**src/rtl/csrPkg.sv**
```systemverilog
package csrPkg;
  localparam int CSR_W      = 32;
  localparam int CMD_NIB    = 4;
  localparam int CMD_W      = 4 * CMD_NIB;
  localparam int BIT_GPO    = 16;
  localparam int BIT_GPI    = 17;
  localparam int RSV_LO     = 18;
  localparam int RSV_HI     = 23;
  localparam int BIT_EECLK  = 24;
  localparam int BIT_EESEL  = 25;
  localparam int BIT_EEDO   = 26;
  localparam int BIT_EEDI   = 27;
  localparam int BIT_EEPRES = 28;
  localparam int BIT_RELOAD = 29;
  localparam int BIT_SWRST  = 30;
  localparam int BIT_INIT   = 31;

  // Strobes passed from the control module to the datapath
  typedef struct packed {
    logic hostWr;
    logic localWr;
    logic fieldWr;
    logic swRstWr;
    logic reloadFire;
    logic reloadClear;
  } csrStrobe_t;

  // Writable fields taken from the winning write source
  typedef struct packed {
    logic [CMD_W-1:0] cmd;
    logic             gpo;
    logic             eeClk;
    logic             eeSel;
    logic             eeDo;
    logic             swRst;
    logic             init;
  } csrFields_t;
endpackage

```
**src/rtl/csrSync.sv**
```systemverilog
module csrSync #(
  parameter int WIDTH  = 2,
  parameter int STAGES = 2
) (
  input  logic             clk,
  input  logic             rstN,
  input  logic [WIDTH-1:0] asyncIn,
  output logic [WIDTH-1:0] syncOut
);
  logic [WIDTH-1:0] stageQ [STAGES];

  always_ff @(posedge clk or negedge rstN) begin
    if (!rstN) stageQ[0] <= '0;
    else       stageQ[0] <= asyncIn;
  end

  for (genvar s = 1; s < STAGES; s++) begin : gStage
    always_ff @(posedge clk or negedge rstN) begin
      if (!rstN) stageQ[s] <= '0;
      else       stageQ[s] <= stageQ[s-1];
    end
  end

  assign syncOut = stageQ[STAGES-1];
endmodule

```
**src/rtl/csrCtrl.sv**
```systemverilog
module csrCtrl
  import csrPkg::*;
(
  input  logic             hostWrEn,
  input  logic [CSR_W-1:0] hostWrData,
  input  logic             localWrEn,
  input  logic [CSR_W-1:0] localWrData,
  input  logic             reloadBusy,
  input  logic             reloadDone,
  output csrStrobe_t       strobe,
  output csrFields_t       fields
);
  logic [CSR_W-1:0] srcData;
  logic             unusedSrcBits;

  // Host side wins for every field when both sides write
  assign srcData = hostWrEn ? hostWrData : localWrData;

  always_comb begin
    strobe             = '0;
    strobe.hostWr      = hostWrEn;
    strobe.localWr     = localWrEn;
    strobe.fieldWr     = hostWrEn | localWrEn;
    strobe.swRstWr     = hostWrEn;
    strobe.reloadFire  = (hostWrEn | localWrEn) & srcData[BIT_RELOAD] & ~reloadBusy;
    strobe.reloadClear = reloadDone & reloadBusy;
  end

  always_comb begin
    fields       = '0;
    fields.cmd   = srcData[CMD_W-1:0];
    fields.gpo   = srcData[BIT_GPO];
    fields.eeClk = srcData[BIT_EECLK];
    fields.eeSel = srcData[BIT_EESEL];
    fields.eeDo  = srcData[BIT_EEDO];
    fields.swRst = srcData[BIT_SWRST];
    fields.init  = srcData[BIT_INIT];
  end

  assign unusedSrcBits = ^{srcData[BIT_GPI], srcData[RSV_HI:RSV_LO],
                           srcData[BIT_EEDI], srcData[BIT_EEPRES]};
endmodule

```
**src/rtl/csrDatapath.sv**
```systemverilog
module csrDatapath
  import csrPkg::*;
#(
  parameter logic [CMD_W-1:0] CMD_RST     = 16'h767E,
  parameter logic             GPO_RST     = 1'b1,
  parameter int               SYNC_STAGES = 2
) (
  input  logic             clk,
  input  logic             rstN,
  input  csrStrobe_t       strobe,
  input  csrFields_t       fields,
  input  logic             gpIn,
  input  logic             eeDin,
  input  logic             eePresent,
  input  logic             initBypassN,
  input  logic             reloadDone,
  output logic [CSR_W-1:0] rdWord,
  output logic             gpOut,
  output logic             eeClk,
  output logic             eeSel,
  output logic             eeDout,
  output logic             reloadBusy,
  output logic             reloadPulse,
  output logic             localRstOut,
  output logic             hostRetry
);
  logic [CMD_W-1:0] cmdQ;
  logic             gpoQ, eeClkQ, eeSelQ, eeDoQ;
  logic             reloadQ, pulseQ, swRstQ, initQ;
  logic [1:0]       pinSync;
  logic             initView;

  for (genvar n = 0; n < CMD_NIB; n++) begin : gCmd
    always_ff @(posedge clk or negedge rstN) begin
      if (!rstN)               cmdQ[n*4 +: 4] <= CMD_RST[n*4 +: 4];
      else if (strobe.fieldWr) cmdQ[n*4 +: 4] <= fields.cmd[n*4 +: 4];
    end
  end

  always_ff @(posedge clk or negedge rstN) begin
    if (!rstN) begin
      gpoQ   <= GPO_RST;
      eeClkQ <= 1'b0;
      eeSelQ <= 1'b0;
      eeDoQ  <= 1'b0;
      initQ  <= 1'b0;
    end else if (strobe.fieldWr) begin
      gpoQ   <= fields.gpo;
      eeClkQ <= fields.eeClk;
      eeSelQ <= fields.eeSel;
      eeDoQ  <= fields.eeDo;
      initQ  <= fields.init;
    end
  end

  // Software reset hold: host side only, never clears this register
  always_ff @(posedge clk or negedge rstN) begin
    if (!rstN)               swRstQ <= 1'b0;
    else if (strobe.swRstWr) swRstQ <= fields.swRst;
  end

  // Reload trigger: set on a 0-to-1 write, cleared by reloadDone
  always_ff @(posedge clk or negedge rstN) begin
    if (!rstN) begin
      reloadQ <= 1'b0;
      pulseQ  <= 1'b0;
    end else begin
      pulseQ <= strobe.reloadFire;
      if (strobe.reloadClear)     reloadQ <= 1'b0;
      else if (strobe.reloadFire) reloadQ <= 1'b1;
    end
  end

  csrSync #(.WIDTH(2), .STAGES(SYNC_STAGES)) uPinSync (
    .clk     (clk),
    .rstN    (rstN),
    .asyncIn ({eeDin, gpIn}),
    .syncOut (pinSync)
  );

  assign initView = initQ | ~initBypassN;

  always_comb begin
    rdWord               = '0;
    rdWord[CMD_W-1:0]    = cmdQ;
    rdWord[BIT_GPO]      = gpoQ;
    rdWord[BIT_GPI]      = pinSync[0];
    rdWord[BIT_EECLK]    = eeClkQ;
    rdWord[BIT_EESEL]    = eeSelQ;
    rdWord[BIT_EEDO]     = eeDoQ;
    rdWord[BIT_EEDI]     = pinSync[1];
    rdWord[BIT_EEPRES]   = eePresent;
    rdWord[BIT_RELOAD]   = reloadQ;
    rdWord[BIT_SWRST]    = swRstQ;
    rdWord[BIT_INIT]     = initView;
  end

  assign gpOut       = gpoQ;
  assign eeClk       = eeClkQ;
  assign eeSel       = eeSelQ;
  assign eeDout      = eeDoQ;
  assign reloadBusy  = reloadQ;
  assign reloadPulse = pulseQ;
  assign localRstOut = swRstQ;
  assign hostRetry   = ~initView;


  reload_pulse_set_chk: assert property (@(posedge clk) disable iff (!rstN)
    reloadPulse |-> rdWord[BIT_RELOAD]);


  reload_pulse_single_chk: assert property (@(posedge clk) disable iff (!rstN)
    reloadPulse |=> !reloadPulse);


  local_swrst_hold_chk: assert property (@(posedge clk) disable iff (!rstN)
    (strobe.localWr && !strobe.hostWr) |=> $stable(localRstOut));


  bypass_no_retry_chk: assert property (@(posedge clk) disable iff (!rstN)
    !initBypassN |-> !hostRetry);


  reload_done_clear_chk: assert property (@(posedge clk) disable iff (!rstN)
    (reloadDone && reloadBusy) |=> !rdWord[BIT_RELOAD]);
endmodule

```
**src/rtl/busCtrlStatusReg.sv**
```systemverilog
module busCtrlStatusReg
  import csrPkg::*;
#(
  parameter logic [CMD_W-1:0] CMD_RST     = 16'h767E,
  parameter logic             GPO_RST     = 1'b1,
  parameter int               SYNC_STAGES = 2
) (
  input  logic             clk,
  input  logic             rstN,
  input  logic             hostWrEn,
  input  logic [CSR_W-1:0] hostWrData,
  output logic [CSR_W-1:0] hostRdData,
  input  logic             localWrEn,
  input  logic [CSR_W-1:0] localWrData,
  output logic [CSR_W-1:0] localRdData,
  input  logic             gpIn,
  output logic             gpOut,
  output logic             eeClk,
  output logic             eeSel,
  output logic             eeDout,
  input  logic             eeDin,
  input  logic             eePresent,
  input  logic             reloadDone,
  output logic             reloadPulse,
  output logic             localRstOut,
  input  logic             initBypassN,
  output logic             hostRetry
);
  csrStrobe_t       strobe;
  csrFields_t       fields;
  logic             reloadBusy;
  logic [CSR_W-1:0] rdWord;

  csrCtrl uCtrl (
    .hostWrEn    (hostWrEn),
    .hostWrData  (hostWrData),
    .localWrEn   (localWrEn),
    .localWrData (localWrData),
    .reloadBusy  (reloadBusy),
    .reloadDone  (reloadDone),
    .strobe      (strobe),
    .fields      (fields)
  );

  csrDatapath #(
    .CMD_RST     (CMD_RST),
    .GPO_RST     (GPO_RST),
    .SYNC_STAGES (SYNC_STAGES)
  ) uData (
    .clk         (clk),
    .rstN        (rstN),
    .strobe      (strobe),
    .fields      (fields),
    .gpIn        (gpIn),
    .eeDin       (eeDin),
    .eePresent   (eePresent),
    .initBypassN (initBypassN),
    .reloadDone  (reloadDone),
    .rdWord      (rdWord),
    .gpOut       (gpOut),
    .eeClk       (eeClk),
    .eeSel       (eeSel),
    .eeDout      (eeDout),
    .reloadBusy  (reloadBusy),
    .reloadPulse (reloadPulse),
    .localRstOut (localRstOut),
    .hostRetry   (hostRetry)
  );

  assign hostRdData  = rdWord;
  assign localRdData = rdWord;


  host_wins_chk: assert property (@(posedge clk) disable iff (!rstN)
    (hostWrEn && localWrEn) |=> hostRdData[CMD_W-1:0] == $past(hostWrData[CMD_W-1:0]));


  reserved_zero_chk: assert property (@(posedge clk) disable iff (!rstN)
    hostRdData[RSV_HI:RSV_LO] == '0);


  gpo_pin_chk: assert property (@(posedge clk) disable iff (!rstN)
    gpOut == localRdData[BIT_GPO]);
endmodule

```
**config.mk**
```make
export PLATFORM = sky130hd
export DESIGN_NAME = busCtrlStatusReg
export DESIGN_NICKNAME = d
export VERILOG_FILES = /design/src/rtl/csrPkg.sv /design/src/rtl/csrSync.sv /design/src/rtl/csrCtrl.sv /design/src/rtl/csrDatapath.sv /design/src/rtl/busCtrlStatusReg.sv
export SDC_FILE = /design/constraint.sdc
export NUM_CORES = 1
export LEC_CHECK = 0
export ABC_AREA = 1
export BUFFER_PORTS_ARGS = -buffer_cell sky130_fd_sc_hd__buf_2
export CAP_MARGIN = 30
export CORE_MARGIN = 5
export CORE_UTILIZATION = 36
export DETAILED_ROUTE_END_ITERATION = 6
export PLACE_DENSITY_LB_ADDON = 0.05
export SLEW_MARGIN = 20
export SYNTH_ARGS = -nofsm -noshare
export SYNTH_HDL_FRONTEND = slang
export SYNTH_HIERARCHICAL = 1
export SYNTH_SLANG_ARGS = --single-unit
```
**constraint.sdc**
```tcl
create_clock -name clk -period 0.9 [get_ports clk]
set_clock_uncertainty 0.2 [all_clocks]
set_input_delay 0.09 -clock clk [delete_from_list [all_inputs] [get_ports clk]]
set_output_delay 0.09 -clock clk [all_outputs]
set_load 0.005 [all_outputs]
```
==> qor.tcl <==
set qor(grt_first_pass_wirelength_um) 6680
set qor(detail_route.drc_violations) 0
set qor(timing.max_cap.violations) 0
set qor(post-route-util_pct) 52.6
set qor(cts_hold_buffers) 4
set qor(multiInputGateArea_um2) 607
set qor(n_fill_cell) 472
set qor(sink_count_of_the_clock_tree) 28
set qor(syn_to_final_growth_pct) 39.9
set qor(die_area_mm2) 0.00647
set qor(timing_max_transition_violations_final) 0
set qor(holdCritPathClass) {primary input to flip-flop}
set qor(post-dp-hpwl_um) 3240
set qor(vias_per_cell) 3.96
set qor(dp_cells) 377
set qor(outcome) {finished with violations}
set qor(final_min_period_over_clock_period_pct) 139
set qor(drtIter0Drc) 35
set qor(setup_slack_ps) -354
set qor(end_kind) {primary output}
set qor(starting_density_of_the_core_pct) 37.6
set qor(chipWidth_um) 80.4
set qor(clock_insertion_delay_worst_skew_ps) 270
set qor(power_leakage_uw) 0.00150
set qor(timing.rr.start) {uData/reloadBusy}
set qor(clk_root_buffer_cell) {clkbuf_8}
set qor(regArea_um2) 716
set qor(io_buffers) 110
set qor(power.total_uw) 3790
set qor(coreArea_mm2) 0.00475
set qor(final_nets) 404
set qor(placement_stage_worst_setup_slack_ps) -198
set qor(finalWorstPathRequiredPeriod_ps) 1250
set qor(synth_warnings) 6
set qor(htreeDepth) 1
set qor(maxClockFrequency_mhz) 797
set qor(hold_path.startpoint) {localWrData[4]}
set qor(count_of_buffering_cells_on_the_critical_path_with_inverters_included) 1
set qor(worst_path_dominant_cell_family) {flip-flops}
set qor(detailedRoute.firstPassIterationCount) 4
set qor(worstPathArrival_ps) 960
set qor(vert_die_dim_um) 80.4
set qor(totalWireLength_um) 4320
set qor(cp_slowest_cell) {dfstp_2}
set qor(fraction_of_layout_cells_with_a_size_suffix_above_1_pct) 52.7
set qor(min_delay_worst_endpoint) {uData/rdWord[4]}
set qor(post_drt_wl_per_cell_um) 10.9
set qor(setup_violations) 77
set qor(critical_path_required_ps) 610
set qor(cts_buffers) 3
set qor(critical_path_class) {flip-flop to primary output}
set qor(whs_path_depth) 5
set qor(gpl.final_weighted_congestion) 0.658
set qor(detail_route_antenna_nets) 0
set qor(cts_tree) {yes}
set qor(crit_path_max_incr_delay_ps) 580
set qor(insertedDiodeCount) 0
set qor(setup.reg_to_reg.worst_slack_ps) -160
set qor(grt_max_degree) 29
set qor(critical_path_peak_fanout) 4
set qor(floorplan.io_pins) 144
set qor(final_hold_viol_count) 24
set qor(path_cells) {buf_2}
set qor(grt_setup_unrepaired) {yes}
set qor(num_vias) 1571
set qor(timing.critical_path.from_type) {flip-flop}
set qor(placement_rows) 25
set qor(rr_worst_depth) 5
set qor(max-vdd-ir-drop_v) 0.00103
set qor(syn_area_mm2) 0.00179
set qor(syn-mean-instance-area_um2) 7.50
set qor(hold-worst-slack_ps) -107
set qor(clkSlewWorstSetupHoldPaths_ps) 90
set qor(failing_checks) {hold timing, setup timing}
set qor(final_cell_count_no_fill) 397
set qor(cts_buffer_depth) 2
set qor(first_global_vias) 1464
set qor(antenna_found_initial) 0
set qor(netlist_instances) 238
set qor(power.density_mw_per_mm2) 1520
set qor(globalRouteTotalUtil_pct) 13.1
set qor(grt-ovfl-total) 0
set qor(rr_endpoint) {uData/reloadBusy}
## power breakdown
part	switching (uW)	internal [uW]
combinational	507	747
sequential	112	1450
clock	381	595
## routing by layer
| metal | vias up | wire length (um) | GRT usage [%] |
|---|---|---|---|
| met5 | - | 0 | 0 |
| met1 | 679 | 1790 | 16.1 |
| met2 | 58 | 2120 | 23.1 |
| met3 | 2 | 383 | 3.14 |
| met4 | 0 | 27 | 2.70 |
| li1 | 832 | - | - |
## final cells by class
cell class	instances	share of cell area [%]
clock inverters	1	1.20
flip-flops and latches	28	28.6
well taps	67	3.36
multi-input cells	148	24.3
clock buffers	3	1.65
repair buffers	141	39.1
inverters	9	1.75
## worst register-to-register path, stage by stage (launching register included)
cell     delay, ps
dfrtp_1        400
inv_1           60
o21ai_1         60
nor2_1         150
nor2_1          60
nor2_1          80
## worst max-delay path by stage
stage,slack (ps),startpoint,end,cells past startpoint
floorplan,-130,uData/initQ,localRdData[31],4
global placement,-180,hostWrEn,uData/eeClk,5
detailed placement,-200,hostWrEn,uData/rdWord[8],5
CTS,-340,uData/rdWord[9],localRdData[9],1
global route,-400,uData/gpOut,localRdData[16],1
finish,-350,uData/gpOut,localRdData[16],1
## state kept, by name, indices dropped and copies added, names as in the netlist
register	cells
uData/rdWord	16
uData/uPinSync/stageQ	2
uData/uPinSync/syncOut	2
uData/eeClk	1
uData/eeDout	1
uData/eeSel	1
uData/gpOut	1
uData/initQ	1
uData/localRstOut	1
uData/reloadBusy	1
uData/reloadPulse	1
## layout by cell type, fill, tap and decap left out
cell type and n:
dfstp_2 12, conb_1 6, buf_4 12, dlygate4sd3_1 4, o21ai_1 1, dfrtp_1 16
buf_6 21, nand2_2 17, buf_12 6, bufinv_16 1, inv_1 7, buf_2 98
nor2_1 3, or2_4 1, inv_8 1, inv_4 1, nor2_2 1, clkbuf_8 3
nand2_1 119
## metrics by stage
stage | cell area, um2 | setup TNS (ps) | hold WS, ps
after CTS | 2370 | -16260 | -119
after detailed placement | 2160 | -4750 | -152
after floorplan | 1920 | -2460 | -406
final | 2500 | -16190 | -107
after global routing | 2500 | -19500 | -111
after global placement | 2160 | -4310 | -150
## repair_timing
item	CTS	global route
endpoints found under the setup margin	70	76
setup buffers	9	4
gates resized for setup	7	24
pin swaps	4	8
hold endpoints to repair	56	24
gates cloned	0	0
Note: power is estimated with default switching activity, not from simulation.
